===== src/rtl/spi_fe_pkg.sv =====
// Shared definitions for the serial memory front end.
// Assumes: the byte width is a power of two.
package spi_fe_pkg;
    typedef enum logic [1:0] {
        PH_CMD  = 2'd0,
        PH_ADDR = 2'd1,
        PH_DATA = 2'd2
    } phase_e;
endpackage


===== src/rtl/spi_pin_sync.sv =====
// Brings asynchronous pins into the clk domain through a chain of flops per pin.
// Assumes: STAGES >= 2; RST_VAL gives each pin's level during reset.
module spi_pin_sync #(
    parameter int          N       = 4,
    parameter int          STAGES  = 2,
    parameter logic [N-1:0] RST_VAL = '0
) (
    input  logic         clk,
    input  logic         rst_n,
    input  logic [N-1:0] pin_i,
    output logic [N-1:0] lvl_o
);
    for (genvar g = 0; g < N; g++) begin : g_pin
        logic [STAGES-1:0] chain;
        // Shift the raw pin level through the synchroniser chain.
        always_ff @(posedge clk) begin
            if (!rst_n) chain <= {STAGES{RST_VAL[g]}};
            else        chain <= {chain[STAGES-2:0], pin_i[g]};
        end
        assign lvl_o[g] = chain[STAGES-1];
    end
endmodule


===== src/rtl/spi_rx_engine.sv =====
// Receives serial bits, splits them into command, address and data bytes,
// and strobes each completed item for one cycle.
// Assumes: shift_en pulses once per qualified serial rising edge; active low
// clears the byte framing.
module spi_rx_engine
    import spi_fe_pkg::*;
#(
    parameter int BYTE_W     = 8,
    parameter int ADDR_BYTES = 3
) (
    input  logic                       clk,
    input  logic                       rst_n,
    input  logic                       active,
    input  logic                       shift_en,
    input  logic                       mosi,
    output logic                       bit_zero,
    output logic                       instr_valid,
    output logic                       addr_valid,
    output logic                       data_valid,
    output logic [BYTE_W-1:0]          rx_byte,
    output logic [ADDR_BYTES*BYTE_W-1:0] addr
);
    localparam int CNT_W  = $clog2(BYTE_W);
    localparam int ADDR_W = ADDR_BYTES * BYTE_W;
    localparam int ACW    = $clog2(ADDR_BYTES + 1);

    logic [CNT_W-1:0]  bit_cnt;
    logic [ACW-1:0]    abyte_cnt;
    logic [BYTE_W-1:0] shreg;
    logic [BYTE_W-1:0] next_byte;
    phase_e            phase;

    assign next_byte = {shreg[BYTE_W-2:0], mosi};
    assign bit_zero  = (bit_cnt == '0);

    // Count bits, move through command/address/data phases, raise strobes.
    always_ff @(posedge clk) begin
        if (!rst_n) begin
            bit_cnt     <= '0;
            abyte_cnt   <= '0;
            shreg       <= '0;
            phase       <= PH_CMD;
            instr_valid <= 1'b0;
            addr_valid  <= 1'b0;
            data_valid  <= 1'b0;
            rx_byte     <= '0;
            addr        <= '0;
        end else begin
            instr_valid <= 1'b0;
            addr_valid  <= 1'b0;
            data_valid  <= 1'b0;
            if (!active) begin
                bit_cnt   <= '0;
                abyte_cnt <= '0;
                phase     <= PH_CMD;
            end else if (shift_en) begin
                shreg <= next_byte;
                if (bit_cnt == CNT_W'(BYTE_W - 1)) begin
                    bit_cnt <= '0;
                    case (phase)
                        PH_CMD: begin
                            rx_byte     <= next_byte;
                            instr_valid <= 1'b1;
                            phase       <= PH_ADDR;
                        end
                        PH_ADDR: begin
                            addr      <= {addr[ADDR_W-BYTE_W-1:0], next_byte};
                            abyte_cnt <= abyte_cnt + 1'b1;
                            if (abyte_cnt == ACW'(ADDR_BYTES - 1)) begin
                                addr_valid <= 1'b1;
                                phase      <= PH_DATA;
                            end
                        end
                        default: begin
                            rx_byte    <= next_byte;
                            data_valid <= 1'b1;
                        end
                    endcase
                end else begin
                    bit_cnt <= bit_cnt + 1'b1;
                end
            end
        end
    end
endmodule


===== src/rtl/spi_tx_engine.sv =====
// Holds the next outbound byte and shifts it out MSB first, one bit per
// qualified serial falling edge; a new byte is taken at each byte boundary.
// Assumes: byte_start is high on the falling edge that ends an inbound byte.
module spi_tx_engine #(
    parameter int BYTE_W = 8
) (
    input  logic              clk,
    input  logic              rst_n,
    input  logic              tx_load,
    input  logic [BYTE_W-1:0] tx_byte,
    input  logic              shift_en,
    input  logic              byte_start,
    output logic              so_bit
);
    logic [BYTE_W-1:0] pending;
    logic [BYTE_W-1:0] shreg;

    // Capture the byte offered by the core.
    always_ff @(posedge clk) begin
        if (!rst_n)       pending <= '0;
        else if (tx_load) pending <= tx_byte;
    end

    // Load or advance the output shifter on falling edges only.
    always_ff @(posedge clk) begin
        if (!rst_n)        shreg <= '0;
        else if (shift_en) shreg <= byte_start ? pending : {shreg[BYTE_W-2:0], 1'b0};
    end

    assign so_bit = shreg[BYTE_W-1];
endmodule


===== src/rtl/spi_mem_frontend.sv =====
// Serial memory bus front end: synchronises pins, qualifies select after
// reset, applies pause, and connects the receive and transmit engines.
// Assumes: clk runs at least eight times the serial clock rate.
module spi_mem_frontend #(
    parameter int BYTE_W      = 8,
    parameter int ADDR_BYTES  = 3,
    parameter int SYNC_STAGES = 2
) (
    input  logic                         clk,
    input  logic                         rst_n,
    input  logic                         cs_n,
    input  logic                         sck,
    input  logic                         mosi,
    input  logic                         hold_n,
    input  logic                         tx_load,
    input  logic [BYTE_W-1:0]            tx_byte,
    output logic                         so_o,
    output logic                         so_oe,
    output logic                         instr_valid,
    output logic                         addr_valid,
    output logic                         data_valid,
    output logic [BYTE_W-1:0]            rx_byte,
    output logic [ADDR_BYTES*BYTE_W-1:0] addr
);
    logic [3:0] lvl;
    logic cs_lvl, sck_lvl, mosi_lvl, hold_lvl;
    logic cs_prev, sck_prev;
    logic cs_fall, sck_rise, sck_fall;
    logic armed, holding, active, bit_zero;

    // Pin order {hold_n, mosi, sck, cs_n}; select resets low so a line held
    // low through reset is not mistaken for a falling edge.
    spi_pin_sync #(.N(4), .STAGES(SYNC_STAGES), .RST_VAL(4'b1000)) u_sync (
        .clk(clk), .rst_n(rst_n),
        .pin_i({hold_n, mosi, sck, cs_n}), .lvl_o(lvl)
    );
    assign {hold_lvl, mosi_lvl, sck_lvl, cs_lvl} = lvl;

    // Previous levels for edge detection.
    always_ff @(posedge clk) begin
        if (!rst_n) begin
            cs_prev  <= 1'b0;
            sck_prev <= 1'b0;
        end else begin
            cs_prev  <= cs_lvl;
            sck_prev <= sck_lvl;
        end
    end
    assign cs_fall  = cs_prev & ~cs_lvl;
    assign sck_rise = ~sck_prev & sck_lvl;
    assign sck_fall = sck_prev & ~sck_lvl;

    // Arm once the first select falling edge follows reset.
    always_ff @(posedge clk) begin
        if (!rst_n)       armed <= 1'b0;
        else if (cs_fall) armed <= 1'b1;
    end
    assign active = armed & ~cs_lvl;

    // Pause state changes only while the serial clock is low.
    always_ff @(posedge clk) begin
        if (!rst_n || !active) holding <= 1'b0;
        else if (!sck_lvl)     holding <= ~hold_lvl;
    end

    assign so_oe = active & ~holding;

    spi_rx_engine #(.BYTE_W(BYTE_W), .ADDR_BYTES(ADDR_BYTES)) u_rx (
        .clk(clk), .rst_n(rst_n), .active(active),
        .shift_en(sck_rise & active & ~holding), .mosi(mosi_lvl),
        .bit_zero(bit_zero), .instr_valid(instr_valid), .addr_valid(addr_valid),
        .data_valid(data_valid), .rx_byte(rx_byte), .addr(addr)
    );

    spi_tx_engine #(.BYTE_W(BYTE_W)) u_tx (
        .clk(clk), .rst_n(rst_n), .tx_load(tx_load), .tx_byte(tx_byte),
        .shift_en(sck_fall & active & ~holding), .byte_start(bit_zero),
        .so_bit(so_o)
    );
endmodule


===== config.mk =====
export PLATFORM = sky130hd
export DESIGN_NAME = spi_mem_frontend
export DESIGN_NICKNAME = d
export VERILOG_FILES = /design/src/rtl/spi_fe_pkg.sv /design/src/rtl/spi_pin_sync.sv /design/src/rtl/spi_rx_engine.sv /design/src/rtl/spi_tx_engine.sv /design/src/rtl/spi_mem_frontend.sv
export SDC_FILE = /design/constraint.sdc
export NUM_CORES = 1
export LEC_CHECK = 0
export ABC_AREA = 1
export ABC_CLOCK_PERIOD_IN_PS = 4350
export CAP_MARGIN = 20
export CORE_ASPECT_RATIO = 0.5
export CORE_MARGIN = 10
export CORE_UTILIZATION = 60
export CTS_CLUSTER_DIAMETER = 120
export CTS_CLUSTER_SIZE = 28
export DETAILED_ROUTE_END_ITERATION = 16
export DONT_BUFFER_PORTS = 1
export PLACE_DENSITY = 0.87
export SKIP_LAST_GASP = 1
export SLEW_MARGIN = 20
export SYNTH_ARGS = -nofsm -noshare
export SYNTH_HDL_FRONTEND = slang
export SYNTH_SLANG_ARGS = --single-unit

===== constraint.sdc =====
create_clock -name clk -period 4.35 [get_ports clk]
set_input_delay 0.2175 -clock clk [delete_from_list [all_inputs] [get_ports clk]]
set_output_delay 0.2175 -clock clk [all_outputs]
set_load 0.05 [all_outputs]

## After elaboration in Yosys (flattened, before gate mapping)

Index checks and enable logic that the tools add are counted.

| storage, ports and cells | value |
|---|---|
| output and inout port bits | 37 |
| word-level logic and storage cells | 62 |
| memory bits (writable) | 0 |
| bits in latches | 0 |
| memories kept | 0 |
| memory bits (read-only) | 0 |
| bits in registers | 77 |
| input bits | 15 |

| operators by class | value |
|---|---|
| reductions and logical operators | 15 |
| multipliers | 0 |
| add/subtract/negate cells | 2 |
| order comparisons | 0 |
| div/mod/pow operators | 0 |
| multiplexer cells | 7 |
| shifts and indexed selects | 0 |
| bitwise logic cells | 15 |
| equality and inequality tests | 4 |

Operator list:

| kind | number |
|---|---|
| $reduce_and A4 Y1 | 4 |
| $and A1 B1 Y1 | 9 |
| $mux W8 | 1 |
| $not A1 Y1 | 6 |
| $reduce_and A5 Y1 | 1 |
| $pmux W2 S2 | 1 |
| $reduce_and A2 Y1 | 2 |
| $add A3 B1 Y3 const B | 1 |
| $eq A3 B3 Y1 const B | 1 |
| $logic_not A3 Y1 | 1 |
| $mux W1 | 3 |
| $mux W3 | 1 |
| $reduce_and A3 Y1 | 1 |
| $add A2 B1 Y2 const B | 1 |
| $eq A2 B1 Y1 const B | 1 |
| $eq A2 B2 Y1 const B | 1 |
| $logic_not A1 Y1 | 2 |
| $logic_not A2 Y1 | 1 |
| $mux W2 | 1 |
| $ne A2 B1 Y1 const B | 1 |
| $reduce_bool A2 Y1 | 1 |
| $reduce_or A2 Y1 | 1 |
| $logic_or A1 B1 Y1 | 1 |

## Depth between registers and ports, before layout

| logic depth | value |
|---|---|
| word-level depth | 5 |
| mapped depth | 9 |
| depth with buffers taken out | 9 |

## Cells and area by module

A second synthesis with hierarchy kept.

| second synthesis, totals | value |
|---|---|
| cell total of the unflattened synthesis | 431 |
| area, all modules | 3,195.6 um^2 |

Modules (own cells, without submodules):

| module | cells each | area each (um^2) | times used |
|---|---|---|---|
| spi_rx_engine | 276 | 2,084.5 | 1 |
| spi_tx_engine | 98 | 674.4 | 1 |
| spi_pin_sync | 29 | 255.2 | 1 |
| spi_mem_frontend | 28 | 181.4 | 1 |

## Worst setup path before layout

Ideal clock, no wire load.

| timing path | value |
|---|---|
| kind | register to register |
| start point | register u_rx.bit_cnt[0] |
| end point | register u_rx.addr[13] |
| cell stages (with the launch flop) | 9 |
| path slack | 2.905 ns |
| arrival | 1.328 ns |
| data required time | 4.233 ns |
| setup time | 0.117 ns |
| path through | dfxtp_1 ha_1 ha_1 inv_2 nor3_2 buf_4 buf_4 a21oi_1 nor2_1 |

| between the ends | value |
|---|---|
| longest elaborated chain between the ends | 2 |

Ends and longest elaborated chain:

| item | line | RTL |
|---|---|---|
| from (decl) | spi_rx_engine.sv:27 | `logic [CNT_W-1:0] bit_cnt;` |
| from (signal assigned) | spi_rx_engine.sv:80 | `bit_cnt <= bit_cnt + 1'b1;` |
| $eq A3 B3 Y1 | spi_rx_engine.sv:58 | `if (bit_cnt == CNT_W'(BYTE_W - 1)) begin` |
| $reduce_and A4 Y1 (no line) | -- |  |
| to (signal assigned) | spi_rx_engine.sv:67 | `addr <= {addr[ADDR_W-BYTE_W-1:0], next_byte};` |
| to (decl) | spi_rx_engine.sv:21 | `output logic [ADDR_BYTES*BYTE_W-1:0] addr` |

Every way passes these cells.
A chain may end at the register's enable or synchronous reset.

## Worst setup path in the final report

| timing path | value |
|---|---|
| start point | register u_rx.bit_cnt[0] |
| end point | register u_rx.addr[7] |

Same word-level chain as after synthesis.

==> results.md <==
* Total Neg Setup Slack at 0 ps
* Period utilisation layout at 62.9%
* Die H at between 70 and 80 um
* Power Dens Cells at between 300 and 400 mW/mm2
* Clock period minus worst slack at 2740 ps
* Initial DRC Count at 190
* Critical Path AT at roughly 3000 ps
* Avg Inst Size Synth at roughly 7.5 um2
* Vias per cell at ~5.0
* Status: completed
* Hold Vio Cnt, Final at 0
* I/O pin total at 52
* Total length of routed wires at 6280 um
* Vias in the first global route at 2219
* Initial Utilization at 61.8%
* Slew HR at between 30% and 40%
* Wirelength per Cell at between 10 and 15 um
* FP Rows at 18
* EDFF count, synth at 0
* Crit Path Class: register to register
* RSZ-0062 raised after global routing: false
* Total Routing Usage GR at between 15 and 20%
* CTS Root Cell: clkbuf_8
* First-pass GRT wire length at between 10000 and 15000 um
* Seq/Total Area, Yosys at roughly half
* Met2 usage at roughly 24%
* Mapped cell area at between 0.003 and 0.004 mm2
* Core area at 0.00489 mm2
* DRT Pass-1 Iters at 4
* Maximum vdd drop at approximately 250 uV
* Clock buffer depth at 2
* Post-Synthesis Net Count at 423
* Synthesis-stage register bit count at between 70 and 80
* Die ar. at ~0.0084 mm2
* Hpwl dp at between 4000 and 5000 um
* Final setup margin at roughly 1600 ps
* Met3 GRT Util at under 10%
* Worst-path clk slew at about 80 ps
* Req. time, crit path at ~4600 ps
* Post-synth top area cell: dfxtp_1
* Sink Count at between 70 and 80
* Layout area overhead at 12.4%
* Max-cap viol count at 0
* Slew of the pin with the lowest slew margin at approximately 1000 ps
* Most used DFF post-synth: dfxtp_1
* Gr ovfl total at 0
* Multi-input logic area at roughly 0.0012 mm2
* Register area at around 0.0015 mm2
* Port bufs at 0
* Post-synthesis instance total at 404
* CTS tree: built
* Async set-or-reset flop fraction in the synthesized netlist at 0%
* Antenna violations before repair at 0
* Fillcell total at ~400
* Number of H-tree levels at 3
* Critical path capture point type: register
* Final ANT Viol Nets at 0
* Pwr Total at 0.00135 W
* Nets@finish at 431
* Worst Skew at between 10 and 15 ps
* Diode count at 0
* Largest net degree at the start of global routing at a little under 60
* LEAKAGE at roughly 1.4 nW
* Final setup fails at 0
* CTS Buf Count at 9
* Fraction of layout cells with a size suffix above 1 at roughly 6.7%
* GP Congestion at 0.794
* GR peak layer: met2
* Hold_ws at 20.9 ps
* Residual DRC at 0
* Top-area cell type share of the netlist area at ~51%
* Slew Viols, Final at 0
* Clk Latency, worst-skew pair at 350 ps
* Synth top area cells: dfxtp_1 (51%), nor2_1 (9.4%), nand2_1 (8.5%), o21ai_0 (6.6%), inv_1 (6.5%)
* Maximum fanout along the worst path at 29
* Setup WS pre-CTS at about 1600 ps
* Count leader, synth: dfxtp_1
* Met1 usage at between 15 and 20%
* Die W at between 100 and 150 um
* Max Freq at around 370 MHz
* Ys Warns at 0
* Distinct cell type count after synthesis at 24
* CP startpoint kind: register
* Most frequent cells after synthesis: dfxtp_1 (77), nor2_1 (76), nand2_1 (68)
* Hold Path Class: input pin to register
* Via count at roughly 2400
[per-layer routing]
layer	share of wire, %	routed length [um]
met1	44	2790
met2	45	2820
met3	9.4	589
met4	1.3	81
met5	0	0
[stage by stage]
| step | std cells | util, % | area, um2 |
|---|---|---|---|
| after floorplan | 404 | - | 3020 |
| after global placement | 456 | 61.4 | 3000 |
| after detailed placement | 456 | 61.4 | 3000 |
| after CTS | 486 | 68.9 | 3370 |
| after global routing | 487 | 69.5 | 3400 |
| final | 487 | 69.5 | 3400 |
[placed cells by master (no fill, tap or decap), types with 2 or more instances in the layout]
cell | Yosys | layout
a21oi_1 | 32 | 32
bufinv_16 | 0 | 2
clkbuf_1 | 7 | 2
clkbuf_8 | 0 | 9
clkinv_4 | 0 | 2
dfxtp_1 | 77 | 77
dlygate4sd3_1 | 0 | 13
ha_1 | 4 | 4
inv_1 | 52 | 52
inv_2 | 3 | 3
nand2_1 | 68 | 68
nand3_1 | 11 | 11
nand3_2 | 2 | 2
nand4_1 | 9 | 9
nor2_1 | 76 | 76
nor2_2 | 2 | 2
o21ai_0 | 40 | 40
o21ai_1 | 2 | 2
or2_2 | 2 | 2
[what timing repair did]
action                                 in CTS  in global routing
hold buffers                               14                  0
buffers inserted                            0                  0
endpoints found under the hold margin      57                  0
gates resized for setup                     0                  0
[path summary, 6_finish.rpt]
kind	to	depth (start not counted)	slack (ps)	from
min reg2reg	u_sync.g_pin[2].chain[1]$_SDFF_PN0_	2	410	u_sync.g_pin[2].chain[0]$_SDFF_PN0_
max	u_rx.addr[7]$_SDFFE_PN0P_	7	1610	u_rx.bit_cnt[0]$_SDFFE_PP0P_
min	u_rx.addr[7]$_SDFFE_PN0P_	2	20	rst_n
max reg2reg	u_rx.addr[7]$_SDFFE_PN0P_	7	1610	u_rx.bit_cnt[0]$_SDFFE_PP0P_
[cell families after synthesis]
logic type                 synth area share, %
adders and majority gates                 1.66
and+or+nand+nor                           24.4
buffers and inverters                     10.7
AOI/OAI and AO/OA                         12.3
DFF                                       51.0
[state kept, by name (all words and copies together) (netlist names)]
signal / flops
u_rx.instr_valid: 1
u_sync.g_pin.chain: 8
u_rx.rx_byte: 8
sck_prev: 1
u_rx.abyte_cnt: 2
armed: 1
u_rx.data_valid: 1
u_tx.shreg: 8
u_rx.shreg: 7
u_rx.phase: 2
holding: 1
u_tx.pending: 8
u_rx.addr_valid: 1
u_rx.addr: 24
u_rx.bit_cnt: 3
cs_prev: 1
[power by group]
group	switching (W)	leakage [nW]	total (W)	internal, W
clock	0.000257	0.104	0.000582	0.000325
combinational	0.0000276	0.690	0.0000494	0.0000218
sequential	0.00000478	0.624	0.000719	0.000714
[critical path: stages (launching register included)]
cell and delay (ps):
dfxtp_1 360, ha_1 160, ha_1 410, inv_2 130, nor3_4 780, nand2_2 430, o21ai_0 310, nor2_1 60
[area by class of cell]
type	count	share of cell area, %
clock buffer	11	3.87
tap	70	2.58
timing repair buffer	15	5.23
clock inverter	5	2.51
sequential	77	45.4
multi-input combinational	253	34.2
inverter	56	6.19
Power figures use the tool's default switching activity.
